## src/rtl/bsplit_pkg.sv

```systemverilog
`timescale 1ns/1ps
package bsplit_pkg;
  typedef enum logic {
    STEP_FIRST  = 1'b0,
    STEP_SECOND = 1'b1
  } step_e;
endpackage

```

## src/rtl/bsplit_plan.sv

```systemverilog
`timescale 1ns/1ps
// Derives the attributes of one bus cycle from the request and the step.
module bsplit_plan #(
  parameter int ADDR_W = 20
) (
  input  logic [ADDR_W-1:0] base_addr,
  input  logic              word,
  input  logic              narrow,
  input  bsplit_pkg::step_e step,
  output logic [ADDR_W-1:0] addr,
  output logic              two_step,
  output logic              full_word,
  output logic              lane_hi,
  output logic              hi_en
);
  always_comb begin
    addr      = base_addr + ADDR_W'(step == bsplit_pkg::STEP_SECOND);
    two_step  = word && (narrow || base_addr[0]);
    full_word = word && !narrow && !base_addr[0];
    lane_hi   = !narrow && addr[0];
    hi_en     = full_word || lane_hi;
  end
endmodule

```

## src/rtl/bsplit_steer.sv

```systemverilog
`timescale 1ns/1ps
// Places write bytes on the lane pair.
module bsplit_steer #(
  parameter int BYTE_W = 8
) (
  input  logic [2*BYTE_W-1:0] wdata,
  input  bsplit_pkg::step_e   step,
  input  logic                full_word,
  input  logic                lane_hi,
  output logic [2*BYTE_W-1:0] lanes
);
  logic [BYTE_W-1:0] sel_byte;

  always_comb begin
    sel_byte = (step == bsplit_pkg::STEP_SECOND) ? wdata[2*BYTE_W-1:BYTE_W]
                                                 : wdata[BYTE_W-1:0];
    if (full_word)    lanes = wdata;
    else if (lane_hi) lanes = {sel_byte, {BYTE_W{1'b0}}};
    else              lanes = {{BYTE_W{1'b0}}, sel_byte};
  end
endmodule

```

## src/rtl/bsplit_merge.sv

```systemverilog
`timescale 1ns/1ps
// Accumulates read bytes into the result word.
module bsplit_merge #(
  parameter int BYTE_W = 8
) (
  input  logic                clk,
  input  logic                rst,
  input  logic                clear,
  input  logic                capture,
  input  logic [2*BYTE_W-1:0] lanes,
  input  logic                full_word,
  input  logic                lane_hi,
  input  bsplit_pkg::step_e   step,
  output logic [2*BYTE_W-1:0] acc
);
  logic [BYTE_W-1:0] in_byte;

  always_comb begin
    in_byte = lane_hi ? lanes[2*BYTE_W-1:BYTE_W] : lanes[BYTE_W-1:0];
  end

  always_ff @(posedge clk) begin
    if (rst || clear) begin
      acc <= '0;
    end else if (capture) begin
      if (full_word)
        acc <= lanes;
      else if (step == bsplit_pkg::STEP_SECOND)
        acc[2*BYTE_W-1:BYTE_W] <= in_byte;
      else
        acc[BYTE_W-1:0] <= in_byte;
    end
  end
endmodule

```

## src/rtl/bank_splitter.sv

```systemverilog
`timescale 1ns/1ps
module bank_splitter #(
  parameter int ADDR_W = 20,
  parameter int BYTE_W = 8
) (
  input  logic                  clk,
  input  logic                  rst,
  input  logic                  narrow_bus,
  input  logic                  req_valid,
  input  logic                  req_write,
  input  logic                  req_word,
  input  logic [ADDR_W-1:0]     req_addr,
  input  logic [2*BYTE_W-1:0]   req_wdata,
  output logic                  busy,
  output logic                  cyc_valid,
  output logic                  cyc_write,
  output logic [ADDR_W-1:0]     cyc_addr,
  output logic                  cyc_hi_en,
  output logic [2*BYTE_W-1:0]   cyc_wlanes,
  input  logic                  cyc_ack,
  input  logic [2*BYTE_W-1:0]   cyc_rlanes,
  output logic                  done,
  output logic [2*BYTE_W-1:0]   rdata
);
  import bsplit_pkg::*;
  localparam int DATA_W = 2 * BYTE_W;

  // held request
  logic [ADDR_W-1:0] base_q;
  logic [DATA_W-1:0] wdata_q;
  logic              word_q, narrow_q, two_q;
  step_e             step_q;
  logic              full_q, lane_hi_q;

  logic accept, fire, last;
  assign accept = req_valid && !busy;
  assign fire   = cyc_valid && cyc_ack;
  assign last   = !two_q || (step_q == STEP_SECOND);

  // plan input mux: a new request or the second half of the held one
  logic [ADDR_W-1:0] p_base;
  logic [DATA_W-1:0] p_wdata;
  logic              p_word, p_narrow;
  step_e             p_step;
  assign p_base   = accept ? req_addr   : base_q;
  assign p_wdata  = accept ? req_wdata  : wdata_q;
  assign p_word   = accept ? req_word   : word_q;
  assign p_narrow = accept ? narrow_bus : narrow_q;
  assign p_step   = accept ? STEP_FIRST : STEP_SECOND;

  logic [ADDR_W-1:0] pl_addr;
  logic              pl_two, pl_full, pl_lane_hi, pl_hi_en;
  logic [DATA_W-1:0] pl_lanes;

  bsplit_plan #(.ADDR_W(ADDR_W)) u_plan (
    .base_addr (p_base),
    .word      (p_word),
    .narrow    (p_narrow),
    .step      (p_step),
    .addr      (pl_addr),
    .two_step  (pl_two),
    .full_word (pl_full),
    .lane_hi   (pl_lane_hi),
    .hi_en     (pl_hi_en)
  );

  bsplit_steer #(.BYTE_W(BYTE_W)) u_steer (
    .wdata     (p_wdata),
    .step      (p_step),
    .full_word (pl_full),
    .lane_hi   (pl_lane_hi),
    .lanes     (pl_lanes)
  );

  always_ff @(posedge clk) begin
    if (rst) begin
      busy       <= 1'b0;
      cyc_valid  <= 1'b0;
      cyc_write  <= 1'b0;
      cyc_addr   <= '0;
      cyc_hi_en  <= 1'b0;
      cyc_wlanes <= '0;
      done       <= 1'b0;
      base_q     <= '0;
      wdata_q    <= '0;
      word_q     <= 1'b0;
      narrow_q   <= 1'b0;
      two_q      <= 1'b0;
      step_q     <= STEP_FIRST;
      full_q     <= 1'b0;
      lane_hi_q  <= 1'b0;
    end else begin
      done <= 1'b0;
      if (accept) begin
        base_q    <= req_addr;
        wdata_q   <= req_wdata;
        word_q    <= req_word;
        narrow_q  <= narrow_bus;
        cyc_write <= req_write;
        two_q     <= pl_two;
        step_q    <= STEP_FIRST;
        busy      <= 1'b1;
        cyc_valid <= 1'b1;
      end else if (fire) begin
        if (last) begin
          cyc_valid <= 1'b0;
          busy      <= 1'b0;
          done      <= 1'b1;
        end else begin
          step_q <= STEP_SECOND;
        end
      end
      if (accept || (fire && !last)) begin
        cyc_addr   <= pl_addr;
        cyc_hi_en  <= pl_hi_en;
        cyc_wlanes <= pl_lanes;
        full_q     <= pl_full;
        lane_hi_q  <= pl_lane_hi;
      end
    end
  end

  bsplit_merge #(.BYTE_W(BYTE_W)) u_merge (
    .clk       (clk),
    .rst       (rst),
    .clear     (accept),
    .capture   (fire),
    .lanes     (cyc_rlanes),
    .full_word (full_q),
    .lane_hi   (lane_hi_q),
    .step      (step_q),
    .acc       (rdata)
  );
endmodule

```

## config.mk

```make
export PLATFORM = sky130hd
export DESIGN_NAME = bank_splitter
export DESIGN_NICKNAME = d
export VERILOG_FILES = /design/src/rtl/bsplit_pkg.sv /design/src/rtl/bsplit_plan.sv /design/src/rtl/bsplit_steer.sv /design/src/rtl/bsplit_merge.sv /design/src/rtl/bank_splitter.sv
export SDC_FILE = /design/constraint.sdc
export NUM_CORES = 1
export LEC_CHECK = 0
export BUFFER_PORTS_ARGS = -buffer_cell sky130_fd_sc_hd__buf_2
export CAP_MARGIN = 20
export CORE_MARGIN = 5
export CORE_UTILIZATION = 48
export DETAILED_ROUTE_END_ITERATION = 7
export GPL_TIMING_DRIVEN = 0
export MAX_ROUTING_LAYER = met4
export PLACE_DENSITY = 0.86
export SYNTH_ARGS = -nofsm -noshare
export SYNTH_HDL_FRONTEND = slang
export SYNTH_SLANG_ARGS = --single-unit
```

## constraint.sdc

```tcl
create_clock -name clk -period 3.6 [get_ports clk]
set_input_delay 0.18 -clock clk [delete_from_list [all_inputs] [get_ports clk]]
set_output_delay 0.18 -clock clk [all_outputs]
set_load 0.02 [all_outputs]
```

# Word-level counts from Yosys, hierarchy flattened
# Cells that the tools add are included.
# classes
eq_ne	1
bitwise	2
n_reduce_logical	26
muxes	16
add_sub_neg	1
# op_table
cell	n
$mux 16	4
$mux 8	4
$add 20x1->20	1
$mux 20	1
$reduce_and 2->1	4
$logic_and 1x1->1	7
$mux 1	7
$reduce_bool 2->1	3
$logic_not 1->1	5
$logic_or 1x1->1	5
$reduce_or 3->1	1
$ne 2x1->1 const B	1
$not 1->1	2
$reduce_or 2->1	1
# totals
wordCells	62
in_bits	59
out_inout_bits	57
reg_bits	98

# Depth between registers and ports, before layout
# depth
word_depth	7
ltp_mapped	14
depth_no_buf	9

# Hierarchy
# From an unflattened synthesis, not the netlist that was laid out.
# hier_totals
hier_cells	526
hier_area_um2	5136.2
# modules_own_cells
module	seq_area_each_um2	cells_per_inst	area_per_inst_um2	n_inst
bank_splitter	1641.6	315	3404.5	1
bsplit_merge	320.3	87	757.0	1
bsplit_steer	0.0	65	511.7	1
bsplit_plan	0.0	59	462.9	1

# Worst setup path before layout
# OpenSTA, ideal clock, no wires.
# synth_path
path_type	reg-to-reg
start	register cyc_valid
end	register cyc_addr[16]
arrival_time_ns	3.320
setup_time_ns	0.117
required_time_ns	3.483
n_path_buf	3
setup_slack_ns	0.163
path_stages_with_launch	13
period_less_slack_ns	3.437
cell_sequence	dfxtp_1 nand2b_1 buf_2 buf_1 clkbuf_1 nand2_1 nand2_1 ha_1 and4b_1 a31oi_1 or4b_4 or4_1 a32o_1
# synth_via
elab_chain_cells	4
word_cells_on_any_way	8
classes_between	add/sub: 1; mux: 2; reduce/logical: 5
# synth_rtl
item	line	text
start: declaration	bank_splitter.sv:15	output logic cyc_valid,
start signal: assignment	bank_splitter.sv:78	cyc_valid <= 1'b0;
start signal: assignment	bank_splitter.sv:103	cyc_valid <= 1'b1;
start signal: assignment	bank_splitter.sv:106	cyc_valid <= 1'b0;
$logic_not 1->1	-	
$logic_and 1x1->1	-	
$mux 20	-	
net p_base[1]	bank_splitter.sv:41	logic [ADDR_W-1:0] p_base;
$add 20x1->20	-	
end signal: assignment	bank_splitter.sv:114	cyc_addr <= pl_addr;
end: declaration	bank_splitter.sv:17	output logic [ADDR_W-1:0] cyc_addr,
# The timed path passes the listed nets, and every way through them passes these cells.
# A chain may end at the register's enable or synchronous reset.

# Final worst setup path
# Ends and elaborated chain as after synthesis.

==> results.json <==
{
  "final_max_slew_viol_count": 0,
  "synth.distinct_cells": 57,
  "place_area_mm2": 0.00518,
  "outcome": "finished, final reports clean",
  "top_level_port_count": 116,
  "worst_slew_margin_rel_pct": 50.3,
  "worstPathArrival_ns": 3.64,
  "synthesis.instances": 532,
  "hold_path_class": "in2reg",
  "fin_crit_ns": 3.37,
  "critPathMaxStageDelay_ns": 0.58,
  "vias": 4472,
  "critical_path.n_buffers_inverters": 3,
  "p_leak_nw": 2.29,
  "placementRows": 35,
  "timing.critical_path.max_delay_family": "simple AND/OR/NAND/NOR gates",
  "internal_power_mw": 1.58,
  "most_common_cell_after_layout_fill_and_taps_aside": "sky130_fd_sc_hd__buf_2",
  "grt_start_max_net_pins": 20,
  "seq_power_share_pct": 50.8,
  "power.combinational.fraction_pct": 19.6,
  "syn_to_final_growth_pct": 20.3,
  "required_arrival_time_at_the_worst_endpoint_ns": 3.87,
  "dpl_worst_slack_ns": -0.368,
  "clock_tree.root_cell": "sky130_fd_sc_hd__clkbuf_8",
  "timing_hold_violations_final": 0,
  "grt_first_pass_wirelength_um": 21400,
  "edff_count_synth": 0,
  "dieHeight_um": 106,
  "final.period_utilization_pct": 93.7,
  "initial_utilization_pct": 48.8,
  "worst_setup_path_start_kind": "flop",
  "drt_iter0_markers": 261,
  "synth_seq_area_share_pct": 44.0,
  "wire_per_inst_um": 17.4,
  "avgViaCountPerCell": 5.79,
  "dr.pass1.iters": 5,
  "worstPathCellList": "and2b_1 > buf_6 > buf_2 > buf_6 > nand2_1 > nand2_1 > ha_1 > and4b_1 > a31oi_1 > or4b_4 > or4_1 > a32o_1",
  "mappedNetlistArea_mm2": 0.00446,
  "yosysWarningCount": 0,
  "critical_path_peak_fanout": 19,
  "tritoncts": "yes",
  "ys_ff_latch": 98,
  "final.fill_count": 848,
  "switching_power_share_of_the_total_pct": 31.6,
  "drcViolationCount": 0,
  "die_w_um": 106,
  "cts.htree.levels": 3,
  "total_switching_power_uw": 734,
  "design.die.area_mm2": 0.0113,
  "grt_remaining_overflow": 0,
  "clock_path_buffers": 2,
  "most-common-layout-cells": "sky130_fd_sc_hd__buf_2 (119), sky130_fd_sc_hd__dfxtp_1 (98), sky130_fd_sc_hd__nand2_1 (85)",
  "syn-num-nets": 592,
  "fin_nets": 716,
  "number_of_clock_buffers_inserted_by_tritoncts": 9,
  "post_route_cells_drive_above_1_share_pct": 22.7,
  "postCtsHoldBufs": 0,
  "gp_routability_congestion": 0.887,
  "critical_path.endpoint_type": "flop",
  "ff2ff_setup_slack_ns": 0.23,
  "max_cap_viol_count": 0,
  "finalWorstSetupSlack_ns": 0.226,
  "setup_viol": 0,
  "report.power.total_mw": 2.32,
  "clock_insertion_delay_worst_skew_ns": 0.37,
  "ant_nets": 0,
  "critPathSlowestCell": "sky130_fd_sc_hd__or4b_4",
  "main_flop_type_after_synthesis": "sky130_fd_sc_hd__dfxtp_1",
  "tightest_slew_ns": 0.740,
  "postSynthAreaPerCell_um2": 8.39,
  "skew_ns": 0.00844,
  "worst_setup_hold_path_clk_slew_ns": 0.10,
  "power.clock.fraction_pct": 29.7,
  "dp.final_hpwl_um": 10000,
  "antenna_cells_inserted": 0,
  "synth-async-reset-ratio_pct": 0,
  "globalRouteTotalUtil_pct": 23.9,
  "initial_antenna_violation_count": 0,
  "grt_setup_unrepaired": "no",
  "cts_num_sinks": 98,
  "first_global_vias": 4406,
  "core_mm2": 0.00915,
  "vdd_drop_max_mv": 0.228,
  "postRouteWirelength_um": 13400,
  "stdcell_area_mm2": 0.00537,
  "placement.io_buffers": 114,
  "pwr_per_cell_area_mw_per_mm2": 432,
  "criticalPathCategory": "reg2reg",
  "maxClockFrequency_mhz": 296
}
==> synth_stat cells (2+ instances only) <==
library cell	count	area share, %
sky130_fd_sc_hd__xnor2_1	7	1.4
sky130_fd_sc_hd__a311oi_1	8	1.6
sky130_fd_sc_hd__buf_2	6	0.67
sky130_fd_sc_hd__a311o_1	2	0.45
sky130_fd_sc_hd__and3_1	3	0.42
sky130_fd_sc_hd__a211oi_1	15	2.5
sky130_fd_sc_hd__a21oi_1	41	4.6
sky130_fd_sc_hd__inv_1	2	0.17
sky130_fd_sc_hd__or4_1	5	0.84
sky130_fd_sc_hd__nor2_1	68	5.7
sky130_fd_sc_hd__and2_1	3	0.42
sky130_fd_sc_hd__or3_1	3	0.42
sky130_fd_sc_hd__buf_1	5	0.42
sky130_fd_sc_hd__o21ai_0	13	1.5
sky130_fd_sc_hd__buf_6	2	0.50
sky130_fd_sc_hd__a22oi_1	11	1.9
sky130_fd_sc_hd__clkbuf_1	24	2.0
sky130_fd_sc_hd__a31oi_1	5	0.70
sky130_fd_sc_hd__mux2i_1	42	9.4
sky130_fd_sc_hd__dfxtp_1	98	44
sky130_fd_sc_hd__nand2_1	85	7.1
sky130_fd_sc_hd__nor2b_1	2	0.28
sky130_fd_sc_hd__nor3_1	12	1.3
sky130_fd_sc_hd__a32o_1	2	0.45
sky130_fd_sc_hd__o31ai_1	5	0.84
sky130_fd_sc_hd__o211ai_1	5	0.84
sky130_fd_sc_hd__nand3_1	23	2.6
sky130_fd_sc_hd__and4b_1	3	0.67
sky130_fd_sc_hd__mux2_2	4	1.0
==> tightest hold or removal path, cell delays in order <==
cell and delay (ns):
sky130_fd_sc_hd__buf_2 0.10, sky130_fd_sc_hd__nand2_1 0.05, sky130_fd_sc_hd__a21oi_1 0.05
==> final cells by class <==
type,instances,area [um^2],share of cell area (%)
plain buffers,36,171,3.19
flip-flops and latches,98,1960,36.5
clock inverters,6,50.0,0.932
well taps,111,139,2.59
inverters,3,11.3,0.210
repair buffers,115,578,10.8
clock buffers,10,138,2.56
multi-input cells,393,2320,43.2
==> worst paths after layout <==
| path | cells past startpoint | start | to |
|---|---|---|---|
| setup reg to reg | 12 | cyc_valid$_SDFFE_PP0P_ | cyc_addr[16]$_SDFFE_PP0P_ |
| setup / recovery | 12 | cyc_valid$_SDFFE_PP0P_ | cyc_addr[16]$_SDFFE_PP0P_ |
| hold / removal | 3 | req_write | cyc_write$_SDFFE_PP0P_ |
| hold reg to reg | 2 | cyc_addr[5]$_SDFFE_PP0P_ | cyc_addr[5]$_SDFFE_PP0P_ |
==> power by group through the flow <==
stage | Sequential, mW | Clock [mW] | Combinational (mW)
2_1_floorplan | 1.23 | 0 | 0.252
3_3_place_gp | 1.20 | 0 | 0.435
3_5_place_dp | 1.20 | 0 | 0.446
4_1_cts | 1.18 | 0.691 | 0.447
5_1_grt | 1.18 | 0.744 | 0.494
6_report | 1.18 | 0.687 | 0.453
==> layer usage <==
metal / up-vias / global-route usage (%) / part of all wire (%) / wire [um]
met5: - / - / 0 / 0
met4: 0 / 8.22 / 2.3 / 307
met3: 30 / 5.95 / 9.3 / 1250
met2: 224 / 37.6 / 46 / 6220
met1: 2070 / 30.3 / 42 / 5640
li1: 2148 / - / - / -
==> registers in the layout (all words and copies together) (netlist names), 16 cells and up <==
signal       cells
cyc_addr        20
cyc_wlanes      16
u_merge.acc     16
wdata_q         16
base_q          20
==> cell families (layout without fill, tap and decap cells) <==
kind of cell / after synthesis / count (layout) / share of synthesized area (%)
simple gates: 220 / 220 / 22.3
buf+inv: 41 / 170 / 4.04
compound gates: 118 / 118 / 17.3
fa+ha+maj: 1 / 1 / 0.280
flops: 98 / 98 / 44.0
mux: 47 / 47 / 10.8
xor+xnor: 7 / 7 / 1.37
==> timing repair <==
| item | CTS | global route |
|---|---|---|
| resized for setup | 1 | 4 |
| setup endpoints to repair | 6 | 4 |
| setup buffers | 0 | 0 |
==> metrics by stage <==
step	TNS, ns	instances	utilization, %	hold WS, ns
floorplan	0	532	-	0.316
global placement	-1.18	757	56.5	0.430
detailed placement	-1.25	758	56.6	0.429
CTS	0	772	58.6	0.0463
global route	0	772	58.7	0.0474
finish	0	772	58.7	0.0496
Power figures use the tool's default switching activity.
